--- src/rtl/secded_pkg.sv ---
`timescale 1ns/1ps
package secded_pkg;

  // Hamming parity bits for a data width (overall parity excluded); floor of 3
  function automatic int hamming_bits(int data_w);
    int r;
    r = 3;
    while ((1 << r) < data_w + r + 1) r++;
    return r;
  endfunction

  function automatic bit is_pow2(int v);
    return (v & (v - 1)) == 0;
  endfunction

endpackage

--- src/rtl/secded_enc.sv ---
`timescale 1ns/1ps
module secded_enc import secded_pkg::*; #(
  parameter int DATA_W = 64,
  localparam int HB    = hamming_bits(DATA_W),
  localparam int NPOS  = DATA_W + HB,
  localparam int CW_W  = NPOS + 1
) (
  input  logic [DATA_W-1:0] data_i,
  output logic [CW_W-1:0]   cw_o
);

  always_comb begin
    int  k;
    logic p;
    cw_o = '0;
    k    = 0;
    // data fills non power-of-two positions in ascending order
    for (int i = 1; i <= NPOS; i++) begin
      if (!is_pow2(i)) begin
        cw_o[i] = data_i[k];
        k++;
      end
    end
    for (int j = 0; j < HB; j++) begin
      p = 1'b0;
      for (int i = 1; i <= NPOS; i++) begin
        if (((i >> j) & 1) == 1) p = p ^ cw_o[i];
      end
      cw_o[1 << j] = p;
    end
    cw_o[0] = ^cw_o;
  end

endmodule

--- src/rtl/secded_dec.sv ---
`timescale 1ns/1ps
module secded_dec import secded_pkg::*; #(
  parameter int DATA_W = 64,
  localparam int HB    = hamming_bits(DATA_W),
  localparam int NPOS  = DATA_W + HB,
  localparam int CW_W  = NPOS + 1
) (
  input  logic              clk_i,
  input  logic              rst_ni,
  input  logic [CW_W-1:0]   cw_i,
  output logic [DATA_W-1:0] data_o,
  output logic              sbit_o,
  output logic              dbit_o
);

  logic [HB-1:0]   syn;
  logic            par_odd;
  logic [CW_W-1:0] cor;

  always_comb begin
    syn = '0;
    for (int j = 0; j < HB; j++) begin
      for (int i = 1; i <= NPOS; i++) begin
        if (((i >> j) & 1) == 1) syn[j] = syn[j] ^ cw_i[i];
      end
    end
    par_odd = ^cw_i;
  end

  always_comb begin
    int k;
    cor    = cw_i;
    sbit_o = 1'b0;
    dbit_o = 1'b0;
    if (syn != '0 && !par_odd) begin
      dbit_o = 1'b1;
    end else if (par_odd) begin
      if (int'(syn) > NPOS) begin
        dbit_o = 1'b1;  // syndrome points outside the word
      end else begin
        sbit_o = 1'b1;  // syn==0: overall parity bit itself flipped
        for (int i = 1; i <= NPOS; i++) begin
          if (int'(syn) == i) cor[i] = ~cor[i];
        end
      end
    end
    data_o = '0;
    k      = 0;
    for (int i = 1; i <= NPOS; i++) begin
      if (!is_pow2(i)) begin
        data_o[k] = cor[i];
        k++;
      end
    end
  end


  dec_flags_excl_chk: assert property (@(posedge clk_i) disable iff (!rst_ni)
    !(sbit_o && dbit_o));


  dec_clean_zero_syn_chk: assert property (@(posedge clk_i) disable iff (!rst_ni)
    (!sbit_o && !dbit_o) |-> (syn == '0));

endmodule

--- src/rtl/secded_array.sv ---
`timescale 1ns/1ps
module secded_array #(
  parameter int DEPTH  = 32,
  parameter int WORD_W = 72,
  localparam int ADDR_W = $clog2(DEPTH)
) (
  input  logic              clk_i,
  input  logic              rst_ni,
  input  logic              we_i,
  input  logic [ADDR_W-1:0] wa_i,
  input  logic [WORD_W-1:0] wd_i,
  input  logic [ADDR_W-1:0] ra_i,
  output logic [WORD_W-1:0] rd_o
);

  logic [WORD_W-1:0] mem [DEPTH];
  logic [1:0]        warm_q;

  always_ff @(posedge clk_i) begin
    if (we_i) mem[wa_i] <= wd_i;
  end

  // read-first: same-edge write is not visible
  always_ff @(posedge clk_i or negedge rst_ni) begin
    if (!rst_ni) rd_o <= '0;
    else         rd_o <= mem[ra_i];
  end

  always_ff @(posedge clk_i or negedge rst_ni) begin
    if (!rst_ni) warm_q <= '0;
    else         warm_q <= {warm_q[0], 1'b1};
  end

  // with no intervening write the stored word never changes

  no_writeback_chk: assert property (@(posedge clk_i) disable iff (!rst_ni || !warm_q[1])
    ((ra_i == $past(ra_i)) && !($past(we_i) && ($past(wa_i) == ra_i))) |=> $stable(rd_o));

endmodule

--- src/rtl/secded_sdp_ram.sv ---
`timescale 1ns/1ps
module secded_sdp_ram import secded_pkg::*; #(
  parameter int  DATA_W  = 64,
  parameter int  DEPTH   = 32,
  parameter bit  IN_REG  = 1'b1,
  parameter bit  OUT_REG = 1'b1,
  localparam int ADDR_W  = $clog2(DEPTH),
  localparam int HB      = hamming_bits(DATA_W),
  localparam int CHK_W   = HB + 1,
  localparam int CW_W    = DATA_W + CHK_W
) (
  input  logic              clk_i,
  input  logic              rst_ni,
  input  logic              wr_en_i,
  input  logic [ADDR_W-1:0] wr_addr_i,
  input  logic [DATA_W-1:0] wr_data_i,
  input  logic              inj_sbit_i,
  input  logic              inj_dbit_i,
  input  logic [ADDR_W-1:0] rd_addr_i,
  output logic [DATA_W-1:0] rd_data_o,
  output logic              sbit_err_o,
  output logic              dbit_err_o
);

  localparam int FIRST_DATA_POS = 3;

  logic              we_s, inj_s_s, inj_d_s;
  logic [ADDR_W-1:0] wa_s, ra_s;
  logic [DATA_W-1:0] wd_s;
  logic [CW_W-1:0]   enc_cw, inj_mask, wr_cw, rd_cw;
  logic [DATA_W-1:0] dec_data;
  logic              dec_sbit, dec_dbit;

  generate
    if (IN_REG) begin : g_in_reg
      always_ff @(posedge clk_i or negedge rst_ni) begin
        if (!rst_ni) begin
          we_s    <= 1'b0;
          wa_s    <= '0;
          wd_s    <= '0;
          inj_s_s <= 1'b0;
          inj_d_s <= 1'b0;
          ra_s    <= '0;
        end else begin
          we_s    <= wr_en_i;
          wa_s    <= wr_addr_i;
          wd_s    <= wr_data_i;
          inj_s_s <= inj_sbit_i;
          inj_d_s <= inj_dbit_i;
          ra_s    <= rd_addr_i;
        end
      end
    end else begin : g_in_bypass
      assign we_s    = wr_en_i;
      assign wa_s    = wr_addr_i;
      assign wd_s    = wr_data_i;
      assign inj_s_s = inj_sbit_i;
      assign inj_d_s = inj_dbit_i;
      assign ra_s    = rd_addr_i;
    end
  endgenerate

  secded_enc #(.DATA_W(DATA_W)) u_enc (
    .data_i (wd_s),
    .cw_o   (enc_cw)
  );

  always_comb begin
    inj_mask = '0;
    if (inj_d_s) begin
      inj_mask[FIRST_DATA_POS] = 1'b1;
      inj_mask[1]              = 1'b1;
    end else if (inj_s_s) begin
      inj_mask[FIRST_DATA_POS] = 1'b1;
    end
  end

  assign wr_cw = enc_cw ^ inj_mask;

  secded_array #(.DEPTH(DEPTH), .WORD_W(CW_W)) u_array (
    .clk_i  (clk_i),
    .rst_ni (rst_ni),
    .we_i   (we_s),
    .wa_i   (wa_s),
    .wd_i   (wr_cw),
    .ra_i   (ra_s),
    .rd_o   (rd_cw)
  );

  secded_dec #(.DATA_W(DATA_W)) u_dec (
    .clk_i  (clk_i),
    .rst_ni (rst_ni),
    .cw_i   (rd_cw),
    .data_o (dec_data),
    .sbit_o (dec_sbit),
    .dbit_o (dec_dbit)
  );

  generate
    if (OUT_REG) begin : g_out_reg
      always_ff @(posedge clk_i or negedge rst_ni) begin
        if (!rst_ni) begin
          rd_data_o  <= '0;
          sbit_err_o <= 1'b0;
          dbit_err_o <= 1'b0;
        end else begin
          rd_data_o  <= dec_data;
          sbit_err_o <= dec_sbit;
          dbit_err_o <= dec_dbit;
        end
      end
    end else begin : g_out_bypass
      assign rd_data_o  = dec_data;
      assign sbit_err_o = dec_sbit;
      assign dbit_err_o = dec_dbit;
    end
  endgenerate


  enc_even_parity_chk: assert property (@(posedge clk_i) disable iff (!rst_ni)
    (^enc_cw) == 1'b0);


  out_flags_excl_chk: assert property (@(posedge clk_i) disable iff (!rst_ni)
    !(sbit_err_o && dbit_err_o));


  inj_double_two_bits_chk: assert property (@(posedge clk_i) disable iff (!rst_ni)
    inj_d_s |-> ($countones(wr_cw ^ enc_cw) == 2));

endmodule

--- config.mk ---
export PLATFORM = sky130hd
export DESIGN_NAME = secded_sdp_ram
export DESIGN_NICKNAME = d
export VERILOG_FILES = /design/src/rtl/secded_pkg.sv /design/src/rtl/secded_enc.sv /design/src/rtl/secded_dec.sv /design/src/rtl/secded_array.sv /design/src/rtl/secded_sdp_ram.sv
export SDC_FILE = /design/constraint.sdc
export NUM_CORES = 2
export LEC_CHECK = 0
export ABC_CLOCK_PERIOD_IN_PS = 4900
export BUFFER_PORTS_ARGS = -buffer_cell sky130_fd_sc_hd__clkbuf_2
export CORE_MARGIN = 2
export CORE_UTILIZATION = 56
export DETAILED_ROUTE_END_ITERATION = 8
export PLACE_DENSITY = 0.75
export SETUP_SLACK_MARGIN = 0.3
export SYNTH_ARGS = -nofsm -noshare
export SYNTH_HDL_FRONTEND = slang
export SYNTH_SLANG_ARGS = --single-unit
--- constraint.sdc ---
create_clock -name clk_i -period 4.9 [get_ports clk_i]
set_input_delay 0.98 -clock clk_i [delete_from_list [all_inputs] [get_ports clk_i]]
set_output_delay 0.98 -clock clk_i [all_outputs]
set_load 0.01 [all_outputs]
# [After elaboration in Yosys (flattened, before gate mapping)]
# Memory sizes are Yosys's and may differ from the RTL's. A register that Yosys moved wholly into a read port is not among the register bits.
# Cells that the tools add are included.
[op_classes] eq_ne=71 magnitude_cmp=1 n_reduce_logical=6 n_bitwise=475 n_mux=85
[ops] op="$xor 1x1->1" count=403
[ops] op="$eq 7x7->1 const B" count=40
[ops] op="$mux 71" count=3
[ops] op="$reduce_xor 72->1" count=2
[ops] op="$eq 7x6->1 const B" count=16
[ops] op="$mux 1" count=82
[ops] op="$xor 72x4->72" count=1
[ops] op="$not 1->1" count=71
[ops] op="$eq 7x5->1 const B" count=8
[ops] op="$eq 7x4->1 const B" count=4
[ops] op="$eq 7x3->1 const B" count=2
[ops] op="$eq 7x2->1 const B" count=1
[ops] op="$gt 7x7->1 const B" count=1
[ops] op="$reduce_bool 7->1" count=1
[ops] op="$logic_not 1->1" count=2
[ops] op="$logic_and 1x1->1" count=1
[word_totals] out_inout_bits=66 mem_bits_rw=2304 ff_bits=143 memories=1 inputBits=79 wordCells=648
[memory_table] memory="u_array.mem" depth=32 width=72 rd=1 rd_clocked_by_memory_dff=1 wr=1 line_no="secded_array.sv:16" text="logic [WORD_W-1:0] mem [DEPTH];"

# [Longest topological paths before layout]
[depth] ltp_word=40 depth_mapped=10 ltp_nobuf=9

# [Hierarchy]
# A second synthesis with hierarchy kept.
[hier_totals] hier_cells=4877 area_unflattened_um2=97787.5
[by_module_without_submodules] module="secded_array" n_inst=1 seq_area_each_um2=70988.1 area_each_um2=89424.5 cells_per_inst=4219
[by_module_without_submodules] module="secded_sdp_ram" n_inst=1 seq_area_each_um2=3578.4 area_each_um2=3602.2 cells_per_inst=146
[by_module_without_submodules] module="secded_dec" n_inst=1 seq_area_each_um2=0.0 area_each_um2=3035.4 cells_per_inst=322
[by_module_without_submodules] module="secded_enc" n_inst=1 seq_area_each_um2=0.0 area_each_um2=1725.4 cells_per_inst=190

# [Worst setup path before layout]
# No wires, ideal clock.
[synth_timing] path_type="register -> register" from="reg wa_s[1]" to="mem u_array.mem[28][0] (enable)" slack_ps=352 stages_incl_launch_ff=4 required_ps=4397 n_path_buf=1 setup_ps=503 period_less_slack_ps=4548 arrival_time_ps=4045 path_cell_list="dfrtp_1 or3b_2 clkbuf_1 nor2_1"
[synth_rtl] item="start, declared" line_no="secded_sdp_ram.sv:28" text="logic [ADDR_W-1:0] wa_s, ra_s;"
[synth_rtl] item="start signal, assigned" line_no="secded_sdp_ram.sv:46" text="wa_s <= wr_addr_i;"
[synth_rtl] item="end, declared" line_no="secded_array.sv:16"
# No word-level cell before the write port.

# [Worst setup path in the final report]
[layout_timing] from="reg wd_s[63]" to="mem u_array.mem[5][0] (data pin)"
[layout_via] elab_chain_len=3 word_cells_on_any_way=6 classes_between="bitwise (5); reduce/logical (1)"
[layout_lines] item="start, declared" line_no="secded_sdp_ram.sv:29" text="logic [DATA_W-1:0] wd_s;"
[layout_lines] item="start signal, assigned" line_no="secded_sdp_ram.sv:47" text="wd_s <= wr_data_i;"
[layout_lines] item="$xor 1x1->1" line_no="secded_enc.sv:27" text="if (((i >> j) & 1) == 1) p = p ^ cw_o[i];"
[layout_lines] item="$reduce_xor 72->1 (*)" line_no="secded_enc.sv:31" text="cw_o[0] = ^cw_o;"
[layout_lines] item="named net enc_cw[0]" line_no="secded_sdp_ram.sv:30" text="logic [CW_W-1:0] enc_cw, inj_mask, wr_cw, rd_cw;"
[layout_lines] item="$xor 72x4->72 (*)" line_no="secded_sdp_ram.sv:78" text="assign wr_cw = enc_cw ^ inj_mask;"
# The timed path passes the listed nets; every way through them passes the cells marked *.

==> impl_summary.log <==
INFO  metric final_clock_skew = 0.0577 ns
INFO  metric yosys-top-cells-area = sky130_fd_sc_hd__edfxtp_1 72%, sky130_fd_sc_hd__mux4_2 17%, sky130_fd_sc_hd__dfrtp_1 5.6%, sky130_fd_sc_hd__xnor2_1 2.6%, sky130_fd_sc_hd__mux2_2 0.84%
INFO  metric initial_utilization = 56.2%
INFO  metric report.final.setup_viol = 0
INFO  metric dp.cells = 6,352
INFO  metric place_worst_setup_slack = 0.510 ns
INFO  metric initial_antenna_violation_count = 14
INFO  metric netSwitchingPower = 15.0 mW
INFO  metric timing.hold.worst.class = input port to asynchronous set/reset pin
INFO  metric synth_compound_gate_area_share = 0.0703%
INFO  metric via_count_of_the_first_global_routing_pass = 46,500
INFO  metric cts-root-buf = sky130_fd_sc_hd__clkbuf_16
INFO  metric synth-edff-count = 2,304
INFO  metric synthDominantAreaCellType = sky130_fd_sc_hd__edfxtp_1
INFO  metric syn2layout_area_growth = 13.2%
INFO  metric worstSkewPairLatency = 0.90 ns
INFO  metric synth_sequential_area_ratio = 77.6%
INFO  metric grt_pass1_wl = 359 mm
INFO  metric total_leakage_power = 34.6 nW
INFO  metric design.die.area = 175,000 sq um
INFO  metric post_drt_via_cell_ratio = 6.77
INFO  metric postSynthRegisterBits = 2,519
INFO  metric worst_voltage_drop_across_the_vdd_grid = 1000 uV
INFO  metric synthesis.area_per_instance = 24.2 sq um
INFO  metric drc = 0
INFO  metric crit_path_start_kind = flip-flop
INFO  metric synth_cell_type_count = 34
INFO  metric timing.final.crit_share = 84.1%
INFO  metric grt_start_max_net_pins = 77
INFO  metric p_seq_share = 49.3%
INFO  metric setup_repair_after_global_routing_missed_its_margin = no
INFO  metric drt_wl_total = 258 mm
INFO  metric drt.antenna.violating_nets = 0
INFO  metric intPower = 38.4 mW
INFO  metric dieWidth = 418 um
INFO  metric worst-r2r-setup-slack = 0.78 ns
INFO  metric tritoncts.num_buffers = 231
INFO  metric sw_frac_of_total = 28.1%
INFO  metric finish.cell_count_without_fillers = 6,797
INFO  metric clkPwrFrac = 33.0%
INFO  metric crit_top_cell = sky130_fd_sc_hd__xnor2_1
INFO  metric finalCoreUtilization = 63.6%
INFO  metric relSlewSlack = 16.1%
INFO  metric io_buffers = 144
INFO  metric mostFrequentLayoutCells = 2,304 x sky130_fd_sc_hd__edfxtp_1, 720 x sky130_fd_sc_hd__mux4_2, 273 x sky130_fd_sc_hd__xnor2_1, 233 x sky130_fd_sc_hd__clkbuf_16, 210 x sky130_fd_sc_hd__dfrtp_1
INFO  metric power_per_cell_area = 491 nW/um^2
INFO  metric fmax = 0.243 GHz
INFO  metric finalHoldViolations = 0
INFO  metric kind_of_end_point_of_the_critical_path = flip-flop
INFO  metric post_synth_xor_area_fraction = 3.09%
INFO  metric commonest_non_fill_non_tap_cell_in_the_layout = sky130_fd_sc_hd__edfxtp_1
INFO  metric total_clock_sinks = 2,519
INFO  metric syn_nets = 4,052
INFO  metric worst_slew_pin_slew = 1.25 ns
INFO  metric nets = 4,431
INFO  metric hpwl = 134 mm
INFO  metric slowest_stage = sky130_fd_sc_hd__dfrtp_1
INFO  metric yosys_warnings = 0
INFO  metric final.min_clock_period = 4.12 ns
INFO  metric critical_path.cell_chain = xnor2_1 > xnor2_1 > xnor2_1 > xnor2_1 > xnor2_1 > xnor2_1 > xnor2_1 > xnor2_4
INFO  metric cts-root-to-sink-buffers = 3
INFO  metric drt_first_pass_iters = 5
INFO  metric detailedRoute.firstIterationViolations = 7,132
INFO  metric floorplan.core_area = 171,000 sq um
INFO  metric max_cap_viols = 0
INFO  metric cts_tree = yes
INFO  metric top_level_ports = 145
INFO  metric yosys.area_share.simple = 0.710%
INFO  metric clkSlewWorstSetupHoldPaths = 0.06 ns
INFO  metric layout-drive-gt1-share = 33.6%
INFO  metric result_of_the_run = complete, no violations
INFO  metric timing.critical_path.fanout_max = 34
INFO  metric fin_setup_tns = 0 ns
INFO  metric syn-cell-area = 96,100 sq um
INFO  metric grt.overflow.total = 0
INFO  metric rows = 152
INFO  metric synth-adder-area-share = 0%
INFO  metric gp_congestion = 0.897
INFO  metric critPathRequiredTime = 5.45 ns
INFO  metric cts_hold_buf = 0
INFO  metric timing.final.max_slew_violations = 0
INFO  metric ys_async_sr_fraction = 8.54%
INFO  metric cp_data_arrival_time = 4.67 ns
INFO  metric power.share.combinational = 17.7%
INFO  metric num_vias = 46,000
INFO  metric post_cts_resized = 0
INFO  metric post_cts_repair_timing_setup_buffer_count = 0
INFO  metric globalRouteTotalUtil = 30.0%
INFO  metric netlist_instances = 3,973
INFO  metric netlist.area_leader.share = 72.0%
INFO  metric postSynth.topFlopCell = sky130_fd_sc_hd__edfxtp_1
INFO  metric final_worst_setup_slack = 0.777 ns
INFO  metric drt-wirelength-per-cell = 38.0 um
INFO  metric synth.area.mux_share = 17.8%
INFO  metric main_combinational_cell_family_by_area_after_synthesis = multiplexers
INFO  metric h-tree-depth = 4
INFO  metric worst_path_largest_cell_delay = 1.07 ns
INFO  metric fp.dieH = 418 um
INFO  metric critical_path_class = flip-flop to flip-flop
==> final timing paths <==
kind / startpoint / endpoint / depth (start not counted)
max: wd_s[63] / u_array.mem[5][0] / 8
min: rst_ni / wd_s[29] / 1
max reg2reg: wd_s[63] / u_array.mem[5][0] / 8
min reg2reg: u_array.rd_o[20] / rd_data_o[14] / 1
max in group asynchronous: rst_ni / wd_s[63] / 2
min in group clk_i: wr_data_i[38] / wd_s[38] / 1
==> routing by layer <==
metal | vias up | track usage, % | share of wire (%)
met5 | - | 0 | 0.034
met4 | 14 | 16.7 | 6.5
met2 | 3210 | 48.1 | 49
met1 | 24700 | 39.5 | 35
li1 | 17500 | - | -
met3 | 632 | 5.53 | 9.6
==> stage by stage <==
stage               instance area, sq um  hold slack [ns]  power [mW]
floorplan                          96100            0.464        31.9
global placement                  101000            0.473        35.1
detailed placement                101000            0.490        35.3
CTS                               109000            0.130        52.7
global route                      109000            0.158        54.8
finish                            109000            0.182        53.4
==> sequential cells by signal (all words and copies together), names as in the netlist, 5 cells and up <==
name,cells
u_array.mem,2304
u_array.rd_o,72
rd_data_o,64
ra_s,5
wd_s,64
wa_s,5
==> critical path: cells and delay by family (launching register included) <==
kind | cells | cell delay (ns)
XOR/XNOR | 8 | 2.73
flip-flops | 1 | 1.07
==> cells by family after synthesis <==
group                  Yosys count
flip-flops                    2519
XOR/XNOR                       329
buffers and inverters          183
AND/OR/NAND/NOR                136
AO/OA/AOI/OAI                   10
multiplexers                   796
==> synthesized netlist by cell type, drive strengths merged (6+ instances only) <==
library cell,instances
buf,72
clkbuf,109
dfrtp,215
edfxtp,2304
mux2,72
mux4,720
nand2,6
nand3,72
nor2,40
o21ai,6
xnor2,285
xor2,40
==> power by group through the flow <==
stage	sequential (mW)	combinational [mW]	clock (mW)
final	26.3	9.46	17.6
after global routing	26.3	9.89	18.6
after CTS	26.1	8.91	17.8
after detailed placement	26.5	8.84	0
after global placement	26.5	8.66	0
after floorplan	26.3	5.57	0
==> area by class of cell <==
cell class | count | area [sq um]
flip-flops and latches | 2519 | 74600
fillers | 10600 | 62300
diodes | 4 | 10.0
well taps | 2233 | 2790
repair buffers | 327 | 2640
clock buffers | 345 | 6610
inverters | 2 | 7.51
clock inverters | 96 | 920
multi-input cells | 1271 | 21100
Note: power is estimated with default switching activity, not from simulation.
